$ cat src/rtl/spi_port_pkg.sv
// Package: role type and mode constants shared by the dual-role SPI port.
// Assumes a 4-bit mode field; values that are not listed select no role.
package spi_port_pkg;

    typedef enum logic [1:0] {
        ROLE_OFF    = 2'd0,
        ROLE_MASTER = 2'd1,
        ROLE_SLAVE  = 2'd2
    } role_e;

    localparam logic [3:0] MODE_M_DIV4  = 4'b0000;
    localparam logic [3:0] MODE_M_DIV16 = 4'b0001;
    localparam logic [3:0] MODE_M_DIV64 = 4'b0010;
    localparam logic [3:0] MODE_M_TIMER = 4'b0011;
    localparam logic [3:0] MODE_M_PROG  = 4'b1010;
    localparam logic [3:0] MODE_S_SEL   = 4'b0100;
    localparam logic [3:0] MODE_S_FREE  = 4'b0101;

    // Maps a mode value to the role it selects.
    function automatic role_e role_of(input logic [3:0] mode);
        if (mode[3:2] == 2'b00 || mode == MODE_M_PROG) return ROLE_MASTER;
        if (mode[3:1] == 3'b010) return ROLE_SLAVE;
        return ROLE_OFF;
    endfunction

endpackage

$ cat src/rtl/spi_pin_sync.sv
// Module: multi-stage synchronizer for asynchronous serial pins.
// It also keeps a copy of the last synchronized value so that edges can be detected.
// Assumes the inputs change no faster than every two system clocks.
module spi_pin_sync #(
    parameter int              WIDTH   = 2,
    parameter int              STAGES  = 2,
    parameter logic [WIDTH-1:0] RST_VAL = '0
) (
    input  logic             clk,
    input  logic             rst_n,
    input  logic [WIDTH-1:0] din,
    output logic [WIDTH-1:0] synced,
    output logic [WIDTH-1:0] prev
);

    logic [STAGES-1:0][WIDTH-1:0] chain;
    logic [WIDTH-1:0]             prev_q;

    // Moves each pin through the synchronizer stages and keeps the last output.
    always_ff @(posedge clk) begin
        if (!rst_n) begin
            chain  <= {STAGES{RST_VAL}};
            prev_q <= RST_VAL;
        end else begin
            chain[0] <= din;
            for (int i = 1; i < STAGES; i++) begin
                chain[i] <= chain[i-1];
            end
            prev_q <= chain[STAGES-1];
        end
    end

    assign synced = chain[STAGES-1];
    assign prev   = prev_q;

    generate
        if (STAGES >= 2) begin : g_chk
            // the last stage always takes the value of the stage before it.
            assert_sync_chain_R6: assert property (@(posedge clk) disable iff (!rst_n)
                chain[STAGES-1] == $past(chain[STAGES-2]));
        end
    endgenerate

    // the edge-detect copy lags the synchronized output by one clock.
    assert_sync_prev_R6: assert property (@(posedge clk) disable iff (!rst_n)
        prev == $past(synced));

endmodule

$ cat src/rtl/spi_baud_gen.sv
// Module: half-period tick generator for the master role.
// It counts system clocks while a transfer runs; in timer mode it passes the external tick through.
// Assumes the mode and divisor do not change while run is high.
module spi_baud_gen #(
    parameter int DIV_W = 8
) (
    input  logic             clk,
    input  logic             rst_n,
    input  logic             run,
    input  logic [3:0]       mode,
    input  logic [DIV_W-1:0] div,
    input  logic             tmr_tick,
    output logic             tick
);
    import spi_port_pkg::*;

    localparam int CNT_W = DIV_W + 1;

    logic [CNT_W-1:0] half_len;
    logic [CNT_W-1:0] cnt_q;
    logic             use_timer;

    // Picks the length of one SCK half-period in system clocks.
    always_comb begin
        unique case (mode)
            MODE_M_DIV4:  half_len = CNT_W'(2);
            MODE_M_DIV16: half_len = CNT_W'(8);
            MODE_M_DIV64: half_len = CNT_W'(32);
            MODE_M_PROG:  half_len = {1'b0, div} + CNT_W'(1);
            default:      half_len = CNT_W'(1);
        endcase
    end

    assign use_timer = (mode == MODE_M_TIMER);
    assign tick      = run && (use_timer ? tmr_tick : (cnt_q == half_len - CNT_W'(1)));

    // Counts clocks within a half-period and wraps on each tick.
    always_ff @(posedge clk) begin
        if (!rst_n || !run || use_timer) begin
            cnt_q <= '0;
        end else if (tick) begin
            cnt_q <= '0;
        end else begin
            cnt_q <= cnt_q + CNT_W'(1);
        end
    end

    // the counter never runs past the selected half-period.
    assert_count_bound_R3: assert property (@(posedge clk) disable iff (!rst_n)
        run |-> cnt_q < half_len);

endmodule

$ cat src/rtl/spi_shift_core.sv
// Module: the shift engine shared by both roles.
// It holds the shift register, edge phase, bit count, receive buffer and flags.
// Assumes at most one edge event per clock and that role changes only while en is low.
module spi_shift_core #(
    parameter int DATA_W = 8
) (
    input  logic                      clk,
    input  logic                      rst_n,
    input  logic                      en,
    input  spi_port_pkg::role_e       role,
    input  logic                      ss_ok,
    input  logic                      tick,
    input  logic                      s_lead,
    input  logic                      s_trail,
    input  logic                      sdi,
    input  logic                      wr_en,
    input  logic [DATA_W-1:0]         wr_data,
    input  logic                      rd_en,
    output logic                      sdo,
    output logic                      phase_o,
    output logic                      busy_o,
    output logic [DATA_W-1:0]         rd_data,
    output logic                      rx_full,
    output logic                      wr_coll
);
    import spi_port_pkg::*;

    localparam int CNT_W = (DATA_W > 1) ? $clog2(DATA_W) : 1;
    localparam logic [CNT_W-1:0] LAST_BIT = CNT_W'(DATA_W - 1);

    logic [DATA_W-1:0] shreg_q, rbuf_q, shifted;
    logic [CNT_W-1:0]  bitcnt_q;
    logic              phase_q, busy_q, samp_q, full_q, coll_q;
    logic              is_master, is_slave;
    logic              lead, trail, done, active, wr_ok, deselect;

    assign is_master = (role == ROLE_MASTER);
    assign is_slave  = (role == ROLE_SLAVE);
    assign deselect  = is_slave && !ss_ok;

    // Turns role-specific edge sources into common leading and trailing events.
    always_comb begin
        lead  = 1'b0;
        trail = 1'b0;
        if (is_master) begin
            lead  = tick && busy_q && !phase_q;
            trail = tick && busy_q && phase_q;
        end else if (is_slave) begin
            lead  = s_lead && ss_ok && !phase_q;
            trail = s_trail && ss_ok && phase_q;
        end
    end

    assign shifted = {shreg_q[DATA_W-2:0], samp_q};
    assign done    = trail && (bitcnt_q == LAST_BIT);
    assign active  = is_master ? busy_q : (phase_q || bitcnt_q != '0);
    assign wr_ok   = wr_en && (role != ROLE_OFF) && !active;

    // Runs the byte transfer: load, sample, shift, complete, and keep the flags.
    always_ff @(posedge clk) begin
        if (!rst_n || !en) begin
            shreg_q  <= '0;
            rbuf_q   <= '0;
            bitcnt_q <= '0;
            phase_q  <= 1'b0;
            busy_q   <= 1'b0;
            samp_q   <= 1'b0;
            full_q   <= 1'b0;
            coll_q   <= 1'b0;
        end else begin
            if (rd_en) full_q <= 1'b0;
            if (wr_en && active) coll_q <= 1'b0 | 1'b1;
            if (wr_ok) begin
                shreg_q <= wr_data;
                if (is_master) begin
                    busy_q   <= 1'b1;
                    phase_q  <= 1'b0;
                    bitcnt_q <= '0;
                end
            end
            if (deselect) begin
                bitcnt_q <= '0;
                phase_q  <= 1'b0;
            end else if (lead) begin
                samp_q  <= sdi;
                phase_q <= 1'b1;
            end else if (trail) begin
                shreg_q <= shifted;
                phase_q <= 1'b0;
                if (done) begin
                    bitcnt_q <= '0;
                    rbuf_q   <= shifted;
                    full_q   <= 1'b1;
                    busy_q   <= 1'b0;
                end else begin
                    bitcnt_q <= bitcnt_q + CNT_W'(1);
                end
            end
        end
    end

    assign sdo     = shreg_q[DATA_W-1];
    assign phase_o = phase_q;
    assign busy_o  = busy_q;
    assign rd_data = rbuf_q;
    assign rx_full = full_q;
    assign wr_coll = coll_q;

    // each trailing edge moves the register up by exactly one bit.
    assert_shift_one_R4: assert property (@(posedge clk) disable iff (!rst_n)
        (en && trail) |=> shreg_q[DATA_W-1:1] == $past(shreg_q[DATA_W-2:0]));

    // a completed byte raises the full flag and lands in the buffer.
    assert_done_full_R5: assert property (@(posedge clk) disable iff (!rst_n)
        (en && done) |=> (full_q && rbuf_q == $past(shifted)));

    // a deselected slave has no byte in progress after the clock.
    assert_deselect_clear_R7: assert property (@(posedge clk) disable iff (!rst_n)
        (en && deselect) |=> (bitcnt_q == '0 && !phase_q));

    // a write during an active transfer leaves the collision flag set.
    assert_collide_flag_R8: assert property (@(posedge clk) disable iff (!rst_n)
        (en && wr_en && active) |=> coll_q);

endmodule

$ cat src/rtl/dual_role_spi.sv
// Module: top of the dual-role SPI port.
// It decodes the mode, synchronizes the slave-side pins, paces the master clock
// and drives the pin enables.
// Assumes cfg_mode and cfg_cpol change only while cfg_en is low.
module dual_role_spi #(
    parameter int DATA_W      = 8,
    parameter int DIV_W       = 8,
    parameter int SYNC_STAGES = 2
) (
    input  logic              clk,
    input  logic              rst_n,
    input  logic              cfg_en,
    input  logic [3:0]        cfg_mode,
    input  logic              cfg_cpol,
    input  logic [DIV_W-1:0]  cfg_div,
    input  logic              tmr_tick,
    input  logic              wr_en,
    input  logic [DATA_W-1:0] wr_data,
    input  logic              rd_en,
    output logic [DATA_W-1:0] rd_data,
    output logic              rx_full,
    output logic              wr_collide,
    input  logic              sdi_i,
    output logic              sdo_o,
    output logic              sdo_oe,
    input  logic              sck_i,
    output logic              sck_o,
    output logic              sck_oe,
    input  logic              ss_n_i
);
    import spi_port_pkg::*;

    localparam int PIN_SCK = 0;
    localparam int PIN_SS  = 1;

    role_e      role;
    logic [1:0] pin_sync, pin_prev;
    logic       is_master, is_slave, ss_ok;
    logic       s_lead, s_trail, tick, phase, busy;

    assign role      = role_of(cfg_mode);
    assign is_master = (role == ROLE_MASTER);
    assign is_slave  = (role == ROLE_SLAVE);

    spi_pin_sync #(
        .WIDTH   (2),
        .STAGES  (SYNC_STAGES),
        .RST_VAL (2'b10)
    ) u_sync (
        .clk    (clk),
        .rst_n  (rst_n),
        .din    ({ss_n_i, sck_i}),
        .synced (pin_sync),
        .prev   (pin_prev)
    );

    assign s_lead  = (pin_sync[PIN_SCK] != cfg_cpol) && (pin_prev[PIN_SCK] == cfg_cpol);
    assign s_trail = (pin_sync[PIN_SCK] == cfg_cpol) && (pin_prev[PIN_SCK] != cfg_cpol);
    assign ss_ok   = (cfg_mode == MODE_S_FREE) || !pin_sync[PIN_SS];

    spi_baud_gen #(
        .DIV_W (DIV_W)
    ) u_baud (
        .clk      (clk),
        .rst_n    (rst_n),
        .run      (cfg_en && is_master && busy),
        .mode     (cfg_mode),
        .div      (cfg_div),
        .tmr_tick (tmr_tick),
        .tick     (tick)
    );

    spi_shift_core #(
        .DATA_W (DATA_W)
    ) u_core (
        .clk     (clk),
        .rst_n   (rst_n),
        .en      (cfg_en),
        .role    (role),
        .ss_ok   (ss_ok),
        .tick    (tick),
        .s_lead  (s_lead),
        .s_trail (s_trail),
        .sdi     (sdi_i),
        .wr_en   (wr_en),
        .wr_data (wr_data),
        .rd_en   (rd_en),
        .sdo     (sdo_o),
        .phase_o (phase),
        .busy_o  (busy),
        .rd_data (rd_data),
        .rx_full (rx_full),
        .wr_coll (wr_collide)
    );

    assign sck_o  = cfg_cpol ^ (is_master && phase);
    assign sck_oe = cfg_en && is_master;
    assign sdo_oe = cfg_en && (is_master || (is_slave && ss_ok));

    // one clock of disable leaves the port with no data and no flags.
    assert_disabled_quiet_R1: assert property (@(posedge clk) disable iff (!rst_n)
        !cfg_en |=> (!rx_full && !wr_collide && rd_data == '0 && !sdo_o));

    // an idle master holds SCK at the idle level.
    assert_master_idle_R2: assert property (@(posedge clk) disable iff (!rst_n)
        (cfg_en && is_master && !busy) |-> sck_o == cfg_cpol);

endmodule

$ cat config.mk
export PLATFORM = sky130hd
export DESIGN_NAME = dual_role_spi
export DESIGN_NICKNAME = d
export VERILOG_FILES = /design/src/rtl/spi_port_pkg.sv /design/src/rtl/spi_pin_sync.sv /design/src/rtl/spi_baud_gen.sv /design/src/rtl/spi_shift_core.sv /design/src/rtl/dual_role_spi.sv
export SDC_FILE = /design/constraint.sdc
export NUM_CORES = 1
export LEC_CHECK = 0
export CORE_ASPECT_RATIO = 1.4
export CORE_MARGIN = 1
export CORE_UTILIZATION = 35
export DETAILED_ROUTE_END_ITERATION = 10
export GPL_TIMING_DRIVEN = 0
export PLACE_DENSITY = 0.55
export SLEW_MARGIN = 10
export SYNTH_ARGS = -nofsm -noshare
export SYNTH_HDL_FRONTEND = slang
export SYNTH_SLANG_ARGS = --single-unit
$ cat constraint.sdc
create_clock -name clk -period 2.96 [get_ports clk]
set_input_delay 0.296 -clock clk [delete_from_list [all_inputs] [get_ports clk]]
set_output_delay 0.296 -clock clk [all_outputs]
set_load 0.005 [all_outputs]
# Yosys cells after proc, flatten, opt, wreduce, memory -nomap -nowiden
# Index checks and enable logic that the tools add are counted.
[word_totals]
wordCells = 116
out_inout_bits = 14
inputBits = 30
ff_bits = 38
[classes]
n_mux = 38
eq_ne = 14
n_addsub = 4
n_reduce_logical = 45
n_bitwise = 3
[op_table]
columns = ["cell", "n"]
rows = [
  ["9-bit case mux with 4 select lines", 1],
  ["8-bit two-way mux", 4],
  ["1-bit two-way mux", 24],
  ["1-bit logical AND", 20],
  ["3-bit two-way mux", 5],
  ["8-bit by 1-bit adder with 9-bit output (second input constant)", 1],
  ["9-bit by 1-bit adder with 9-bit output (second input constant)", 1],
  ["9-bit == test", 1],
  ["3-bit nonzero test", 3],
  ["9-bit by 1-bit subtractor with 9-bit output (second input constant)", 1],
  ["4-bit by 2-bit == test with 1-bit output (second input constant)", 2],
  ["2-bit two-way mux", 4],
  ["1-bit zero test", 7],
  ["1-bit logical OR", 7],
  ["4-bit by 1-bit == test with 1-bit output (second input constant)", 1],
  ["4-bit by 3-bit == test with 1-bit output (second input constant)", 1],
  ["4-bit == test (second input constant)", 1],
  ["4-bit zero test", 1],
  ["2-bit AND reduction", 2],
  ["4-bit AND reduction", 1],
  ["2-bit OR reduction", 2],
  ["3-bit by 1-bit adder with 3-bit output (second input constant)", 1],
  ["3-bit by 2-bit == test with 1-bit output (second input constant)", 1],
  ["3-bit == test (second input constant)", 1],
  ["8 further kinds", 11],
]

# Depth between registers and ports, before layout
# Gate-level depths: netlist of run 1.
[depth]
ltp_word = 18
depth_mapped = 14
mapped_depth_nobuf = 13

# Modules after synthesis
# From an unflattened synthesis of run 1, not the netlist that was laid out.
[hier_totals]
cells_unflattened = 279
hier_area_um2 = 2481.1
[by_module_without_submodules]
columns = ["mod", "seq_area_each_um2", "area_per_inst_um2", "instances", "cells_each"]
rows = [
  ["spi_shift_core", 480.5, 1138.6, 1, 114],
  ["spi_baud_gen", 180.2, 1028.5, 1, 133],
  ["spi_pin_sync", 120.1, 172.7, 1, 14],
  ["dual_role_spi", 0.0, 141.4, 1, 18],
]

# Least setup slack after synthesis of run 1
# Ideal clock, no wire load.
[synth_path]
path_kind = "input to register"
startpoint = "input port cfg_mode[3]"
endpoint = "register u_core.rbuf_q[0] (netlist: u_core.rd_data[0])"
setup_ps = 72
cell_stages = 13
arrival_time_ps = 2621
required_time_ps = 2888
path_buffers = 2
setup_slack_ps = 267
path_cell_list = "clkbuf_1 nand3_1 a211oi_1 inv_1 ha_1 and4b_1 a211oi_1 o2bb2ai_1 o21a_1 nand4_1 a21boi_1 buf_4 mux2i_1"
[synth_via]
elab_chain_cells = 14
elab_cells_between_ends = 42
classes_between = "1 x add/sub; 9 x eq/ne; 12 x mux; 2 x bitwise; 18 x reduce/logical"
[synth_lines]
columns = ["element", "line_no", "text"]
rows = [
  ["from (decl)", "dual_role_spi.sv:13", "input logic [3:0] cfg_mode,"],
  ["parallel branches: the longest is 13 deep, another holds 9-bit by 1-bit subtractor with 9-bit output", "-", ""],
  ["4-bit AND reduction (no source line) *", "-", ""],
  ["to (signal assigned)", "spi_shift_core.sv:92", "rbuf_q <= shifted;"],
  ["to (decl)", "spi_shift_core.sv:31", "logic [DATA_W-1:0] shreg_q, rbuf_q, shifted;"],
]
# Mark *: on every way between the ends. The select of a mux whose other input is x is not followed.
# A chain may end at the register's enable or synchronous reset.

# Worst setup path after layout of run 1
[layout_path]
startpoint = "input port cfg_mode[3]"
endpoint = "register u_core.rbuf_q[3] (netlist: u_core.rd_data[3])"
# Same word-level chain as after synthesis.

==> flow_summary.yaml, run 1 <==
power:
  leakagePower_uw: 0.00115
  vdd_drop_max_mv: 0.199
  power_density_nw_per_um2: 331
detailed_routing:
  drt_iter0_markers: 113
  vias: 2312
  dr.pass1.iters: 4
  wl_um: 6510
  wl_per_cell_um: 14.7
  ant_nets: 0
  routed_via_density: 5.22
  drc: 0
critical_path:
  crit_chain: "clkdlybuf4s15_1 > or2_2 > a211oi_4 > inv_1 > ha_2 > and4b_1 > a211oi_2 > o2bb2ai_1 > o21a_1 > nand4_1 > a21boi_2 > buf_6 > mux2i_1"
  worstPathRequired_ps: 3180
  critPathArrivalTime_ps: 2990
  crit_type: "in -> reg"
  worst_path_largest_cell_delay_ps: 350
  critPathBufInv: 3
  cp_max_fo: 5
  crit_path_end_kind: "flip-flop"
  critical_path.slowest_cell: "or2_2"
  critPathTopFamily: "compound AO/OA/AOI/OAI gates"
  critPathLaunchType: "primary input"
logic_synthesis:
  ys.flop_type: "dfxtp_1"
  syn_area_um2: 2480
  synth.yosys.seq_area_share_pct: 30.6
  synth-edff-count: 0
  async_flop_share_pct: 0
  synth_cell_types: 54
  synth_nets: 327
  synth_top_area_cell: "dfxtp_1"
  synth_cells: 291
  yosys_register_bits: 38
  yosys_warnings: 0
  synth_top_area_share_pct: 30.6
  syn_area_per_cell_um2: 8.53
  synthTopCellsByArea: "dfxtp_1 31%, mux2i_1 8.1%, xnor2_1 5.6%"
flow_run:
  cap_violations: 0
finish:
  stdcell_area_um2: 3290
  area_delta_synth_final_pct: 32.4
  final_cells: 443
  num-fill-cells: 693
  diodes: 0
  final_common_cell: "dfxtp_1"
  nets: 383
  drive_above_1_share_pct: 15.8
  most-common-layout-cells: "38 x dfxtp_1, 32 x clkdlybuf4s50_1, 29 x nand2_1, 20 x mux2i_1, 20 x nor2_1"
sta:
  finalSetupViolCount: 0
  min_period_ps: 2770
  max_freq_mhz: 361
  relSlewSlack_pct: 56.0
  maxSlewViolCount: 0
  hold_viol_final: 0
  hold_ws_ps: 414
  tightest_slew_ps: 659
  period_share_pct: 93.6
  rsz0062_at_grt: "no"
  skew_ps: 4.28
die:
  die_w_um: 73.2
  rows: 36
  boundaryPins: 44
  core-area_um2: 6890
  start_util_pct: 36.0
  dieArea_um2: 7440
  die_h_um: 102
clocking:
  path_clk_slew_ps: 70
  cts_inserted_buffers: 5
  clock-sinks: 38
  cts_buffer_depth: 2
  cts_root_buf: "clkbuf_8"
  cts_tree: "built"
  clock_latency_ps: 290
  cts-htree-levels: 2
placed_design:
  dpl.cell_count: 427
  dpl.hpwl_um: 4790
  placed_area_um2: 3010
  numPortBuffers: 41
  finalWeightedCongestion: 0.782
global_routing:
  grt_pass1_vias: 2266
  grt_pass1_wl_um: 10700
  antenna_found_initial: 0
  overflow: 0
  grt_max_degree: 12
  grt.total_usage_pct: 18.8
worst_hold_path:
  hold_class: "reg -> reg"
outcome:
  status: "complete, no violations"
## kinds of logic after synthesis
| group | count (synthesis) | share of synthesized area (%) |
|---|---|---|
| simple gates | 112 | 24.2 |
| compound gates | 66 | 21.3 |
| flops | 38 | 30.6 |
| xor+xnor | 25 | 8.82 |
| buf+inv | 24 | 3.93 |
| mux | 20 | 8.06 |
| fa+ha+maj | 6 | 3.02 |
## synth_stat cells, types with 2 or more instances
cell type and number:
a21oi_1 16, nand3_1 9, xnor2_1 16, a311oi_2 9
ha_1 6, clkbuf_1 11, a211oi_2 2, and4_1 3
buf_2 3, nand2_1 29, a211oi_1 5, nand4_1 5
inv_1 8, o31ai_1 2, o211ai_1 3, and2_1 9
nor2_1 20, o21a_1 4, nor4b_1 2, nor3_1 4
o21ai_0 9, nand2b_1 6, and3_1 5, or3_1 4
a31oi_1 3, nor4_1 2, nor2b_1 5, dfxtp_1 38
mux2i_1 20, xor2_1 9
## metal layers
metal / GRT usage, % / vias to the layer above / routed length, um
li1: - / 1167 / -
met1: 20.1 / 1087 / 2650
met2: 35.8 / 45 / 3470
met3: 2.99 / 13 / 230
met4: 7.39 / 0 / 155
met5: 0 / - / 0
## repair_timing
action	4_1_cts	5_1_grt
buffers inserted	7	0
pin swaps	7	6
hold buffers	0	0
endpoints found under the setup margin	33	32
endpoints found under the hold margin	0	0
cloned	1	0
resized for setup	32	14
## state kept, by name, summed over array words and instances, names as in the netlist
signal	count
u_baud.cnt_q	9
u_core.rd_data	8
u_core.shreg_q	8
u_core.bitcnt_q	3
u_sync.chain	2
u_sync.synced	2
u_core.busy_o	1
u_core.phase_o	1
u_core.rx_full	1
u_core.samp_q	1
u_core.wr_coll	1
u_sync.prev	1
## power breakdown
group,internal (uW),switching [uW],total (uW)
combinational,98.1,96.3,194
sequential,516,3.59,520
clock,188,185,373
## final cells by class
cell class / count / area (um^2) / area share (%)
Sequential cell: 38 / 761 / 23.1
Inverter: 9 / 33.8 / 1.03
Multi-Input combinational cell: 229 / 1710 / 52.2
Clock buffer: 7 / 86.3 / 2.63
Buffer: 15 / 108 / 3.27
Tap cell: 95 / 119 / 3.62
Clock inverter: 1 / 5.00 / 0.152
Timing Repair Buffer: 49 / 460 / 14.0
## final timing paths
| check | startpoint | endpoint | slack, ps | cells past startpoint |
|---|---|---|---|---|
| hold reg to reg | u_sync.chain[1]$_SDFF_PN1_ | u_sync.synced[1]$_SDFF_PN1_ | 410 | 1 |
| hold / removal | u_sync.chain[1]$_SDFF_PN1_ | u_sync.synced[1]$_SDFF_PN1_ | 410 | 1 |
| setup / recovery | cfg_mode[3] | u_core.rd_data[3]$_SDFFE_PP0P_ | 190 | 13 |
| setup reg to reg | u_core.bitcnt_q[0]$_SDFF_PP0_ | u_core.phase_o$_SDFFE_PP0P_ | 760 | 8 |
## worst reg2reg max path, stage by stage (launching register included)
cell and delay (ps):
dfxtp_1 350, inv_1 70, ha_1 140, nor4b_1 240
a21oi_1 110, nor2_2 510, nand2_1 240, and2_1 220
o2111a_1 220
## metrics by stage
stage	setup TNS (ps)	worst slack, ps	utilization (%)	total power, uW
after global placement	-23750	-797	43.7	704
after global routing	0	8.78	47.7	1140
final	0	189	47.7	1090
after detailed placement	-25190	-853	43.7	705
after floorplan	0	267	-	630
after CTS	0	16.1	47.3	1100
(Power assumes the default switching activity.)
==> run 2, diff against run 1 <==
Settings changed: CTS_BUF_LIST set to sky130_fd_sc_hd__clkbuf_16, TNS_END_PERCENT set to 20.
==> run 2 against run 1 <==
Net effect: die area unchanged; clock power up 35%; total power up 13%; largest cell class unchanged; flip-flop and latch count unchanged; worst hold slack worse by 2.3 ps.
==> flow_summary.yaml, run 2 (synthesis results as in run 1) <==
worst_hold_path:
  holdPathStages: 1
  hp-start: "u_sync.chain[1]$_SDFF_PN1_"
  hold_class: "reg -> reg"
  hold_path_end: "u_sync.synced[1]$_SDFF_PN1_"
finish:
  drive_above_1_share_pct: 16.0
  num-fill-cells: 685
  nets: 385
  final_cells: 445
  final_util_pct: 48.6
  seq_area_um2: 761
  final_common_cell: "dfxtp_1"
  area_delta_synth_final_pct: 34.8
  diodes: 0
  multi_input_comb_area_um2: 1720
  largest_register_ffs: 9
  regMostFlops: "u_baud.cnt_q"
  most-common-layout-cells: "38 x dfxtp_1, 32 x clkdlybuf4s50_1, 29 x nand2_1, 20 x mux2i_1, 20 x nor2_1"
critical_path:
  cp_max_fo: 6
  reg2reg_to: "u_core.phase_o$_SDFFE_PP0P_"
  crit_chain: "dlygate4sd2_1 > nand3_1 > xnor2_1 > a2111o_1 > buf_4 > or3_1 > a21boi_2 > nand4_1 > a21boi_2 > buf_6 > mux2i_1"
  r2r_cells: 8
  worstPathRequired_ps: 3160
  crit_path_end_kind: "flip-flop"
  critPathLaunchType: "primary input"
  critPathBufInv: 3
  critical_path.slowest_cell: "a2111o_1"
  critPathArrivalTime_ps: 2970
  worst_path_largest_cell_delay_ps: 450
  reg2reg_from: "u_core.bitcnt_q[0]$_SDFF_PP0_"
  critPathTopFamily: "compound AO/OA/AOI/OAI gates"
  reg2reg_slack_ps: 760
  crit_type: "in -> reg"
  crit_top_cell: "a21boi_2"
die:
  core-area_um2: 6890
  start_util_pct: 36.0
  dieArea_um2: 7440
  rows: 36
  die_w_um: 73.2
  boundaryPins: 44
  die_h_um: 102
sta:
  max_freq_mhz: 362
  relSlewSlack_pct: 56.0
  finalSetupViolCount: 0
  skew_ps: 4.94
  period_share_pct: 93.4
  hold_viol_final: 0
  tightest_slew_ps: 660
  min_period_ps: 2770
  fin_ws_ps: 194
  hold_ws_ps: 412
  maxSlewViolCount: 0
placed_design:
  dpl.cell_count: 427
  numPortBuffers: 41
  dpl.hpwl_um: 4790
  place_ws_ps: -853
  finalWeightedCongestion: 0.782
global_routing:
  grt_pass1_wl_um: 10700
  overflow: 0
  antenna_found_initial: 0
  grt_max_degree: 12
  grt_pass1_vias: 2270
  grt.total_usage_pct: 18.9
power:
  combPwrFrac_pct: 16.3
  pwr-share-seq_pct: 42.6
  power_density_nw_per_um2: 366
  vdd_drop_max_mv: 0.230
  internal-power_uw: 923
  leakagePower_uw: 0.00117
  switchingPower_uw: 300
  netSwitchingFraction_pct: 24.6
  clockPowerShare_pct: 41.2
  total_power_uw: 1220
detailed_routing:
  dr.pass1.iters: 4
  wl_um: 6520
  drc: 0
  ant_nets: 0
  wl_per_cell_um: 14.6
  drt_iter0_markers: 94
  routed_via_density: 5.21
  vias: 2317
clocking:
  cts_root_buf: "clkbuf_16"
  clock_latency_ps: 280
  clock-sinks: 38
  cts_inserted_buffers: 5
  cts_buffer_depth: 2
  cts-htree-levels: 2
  cts_tree: "built"
  path_clk_slew_ps: 50
outcome:
  status: "complete, no violations"
flow_run:
  cap_violations: 0
-- run 2: cell count changes in the layout (fill, tap and decap cells not counted), sizes merged --
cell	delta
clkinv	+1
buf	+3
inv	+1
dlymetal6s2s	-1
clkbuf	-2
-- run 2: area by class of cell --
type | instances | share of cell area [%]
Buffer | 15 | 3.25
Timing Repair Buffer | 51 | 14.0
Clock buffer | 5 | 3.74
Multi-Input combinational cell | 229 | 51.4
Clock inverter | 3 | 0.374
Inverter | 9 | 1.01
Sequential cell | 38 | 22.7
Tap cell | 95 | 3.55
-- run 2: through the flow --
step | setup TNS (ps) | area (um^2)
CTS | 0 | 3320
global route | -1.94 | 3350
global placement | -23750 | 3010
finish | 0 | 3350
floorplan | 0 | 2480
detailed placement | -25190 | 3010
-- run 2: worst max path at each step --
stage	cells past startpoint	startpoint	endpoint	slack, ps
floorplan	13	cfg_mode[3]	u_core.rd_data[0]$_SDFFE_PP0P_	270
global placement	14	cfg_mode[3]	u_core.rd_data[7]$_SDFFE_PP0P_	-800
detailed placement	14	cfg_mode[1]	u_core.rd_data[3]$_SDFFE_PP0P_	-850
CTS	14	cfg_div[0]	u_core.rd_data[4]$_SDFFE_PP0P_	20
global route	13	cfg_mode[0]	u_core.rd_data[3]$_SDFFE_PP0P_	-2
finish	11	cfg_div[3]	u_core.rd_data[4]$_SDFFE_PP0P_	190
-- run 2: routing by layer --
layer / GRT usage, % / wire length [um] / up-vias
met5: 0 / 0 / -
met4: 6.94 / 142 / 0
met3: 3.58 / 262 / 13
met2: 36.0 / 3510 / 56
met1: 20.1 / 2600 / 1076
li1: - / - / 1172
-- run 2: worst register-to-register path: cells and delay by family (launching register included) --
| kind | cells | cell delay [ps] |
|---|---|---|
| AO/OA/AOI/OAI | 2 | 330 |
| adder cells (fa/ha/maj) | 1 | 140 |
| buffers and inverters | 1 | 70 |
| flip-flops | 1 | 340 |
| AND/OR/NAND/NOR | 4 | 1210 |
-- run 2: power by group through the flow --
| stage | combinational, uW | clock, uW | sequential [uW] |
|---|---|---|---|
| after global routing | 219 | 537 | 521 |
| after detailed placement | 173 | 0 | 532 |
| after floorplan | 99.8 | 0 | 530 |
| final | 199 | 504 | 521 |
| after CTS | 192 | 518 | 521 |
| after global placement | 173 | 0 | 532 |
-- run 2: repair_timing --
action                     CTS  global route
hold buffers                 0             0
buffers inserted             8             1
pin swaps                    7             7
resized for setup           34            15
gates cloned                 1             0
setup endpoints to repair   33            32
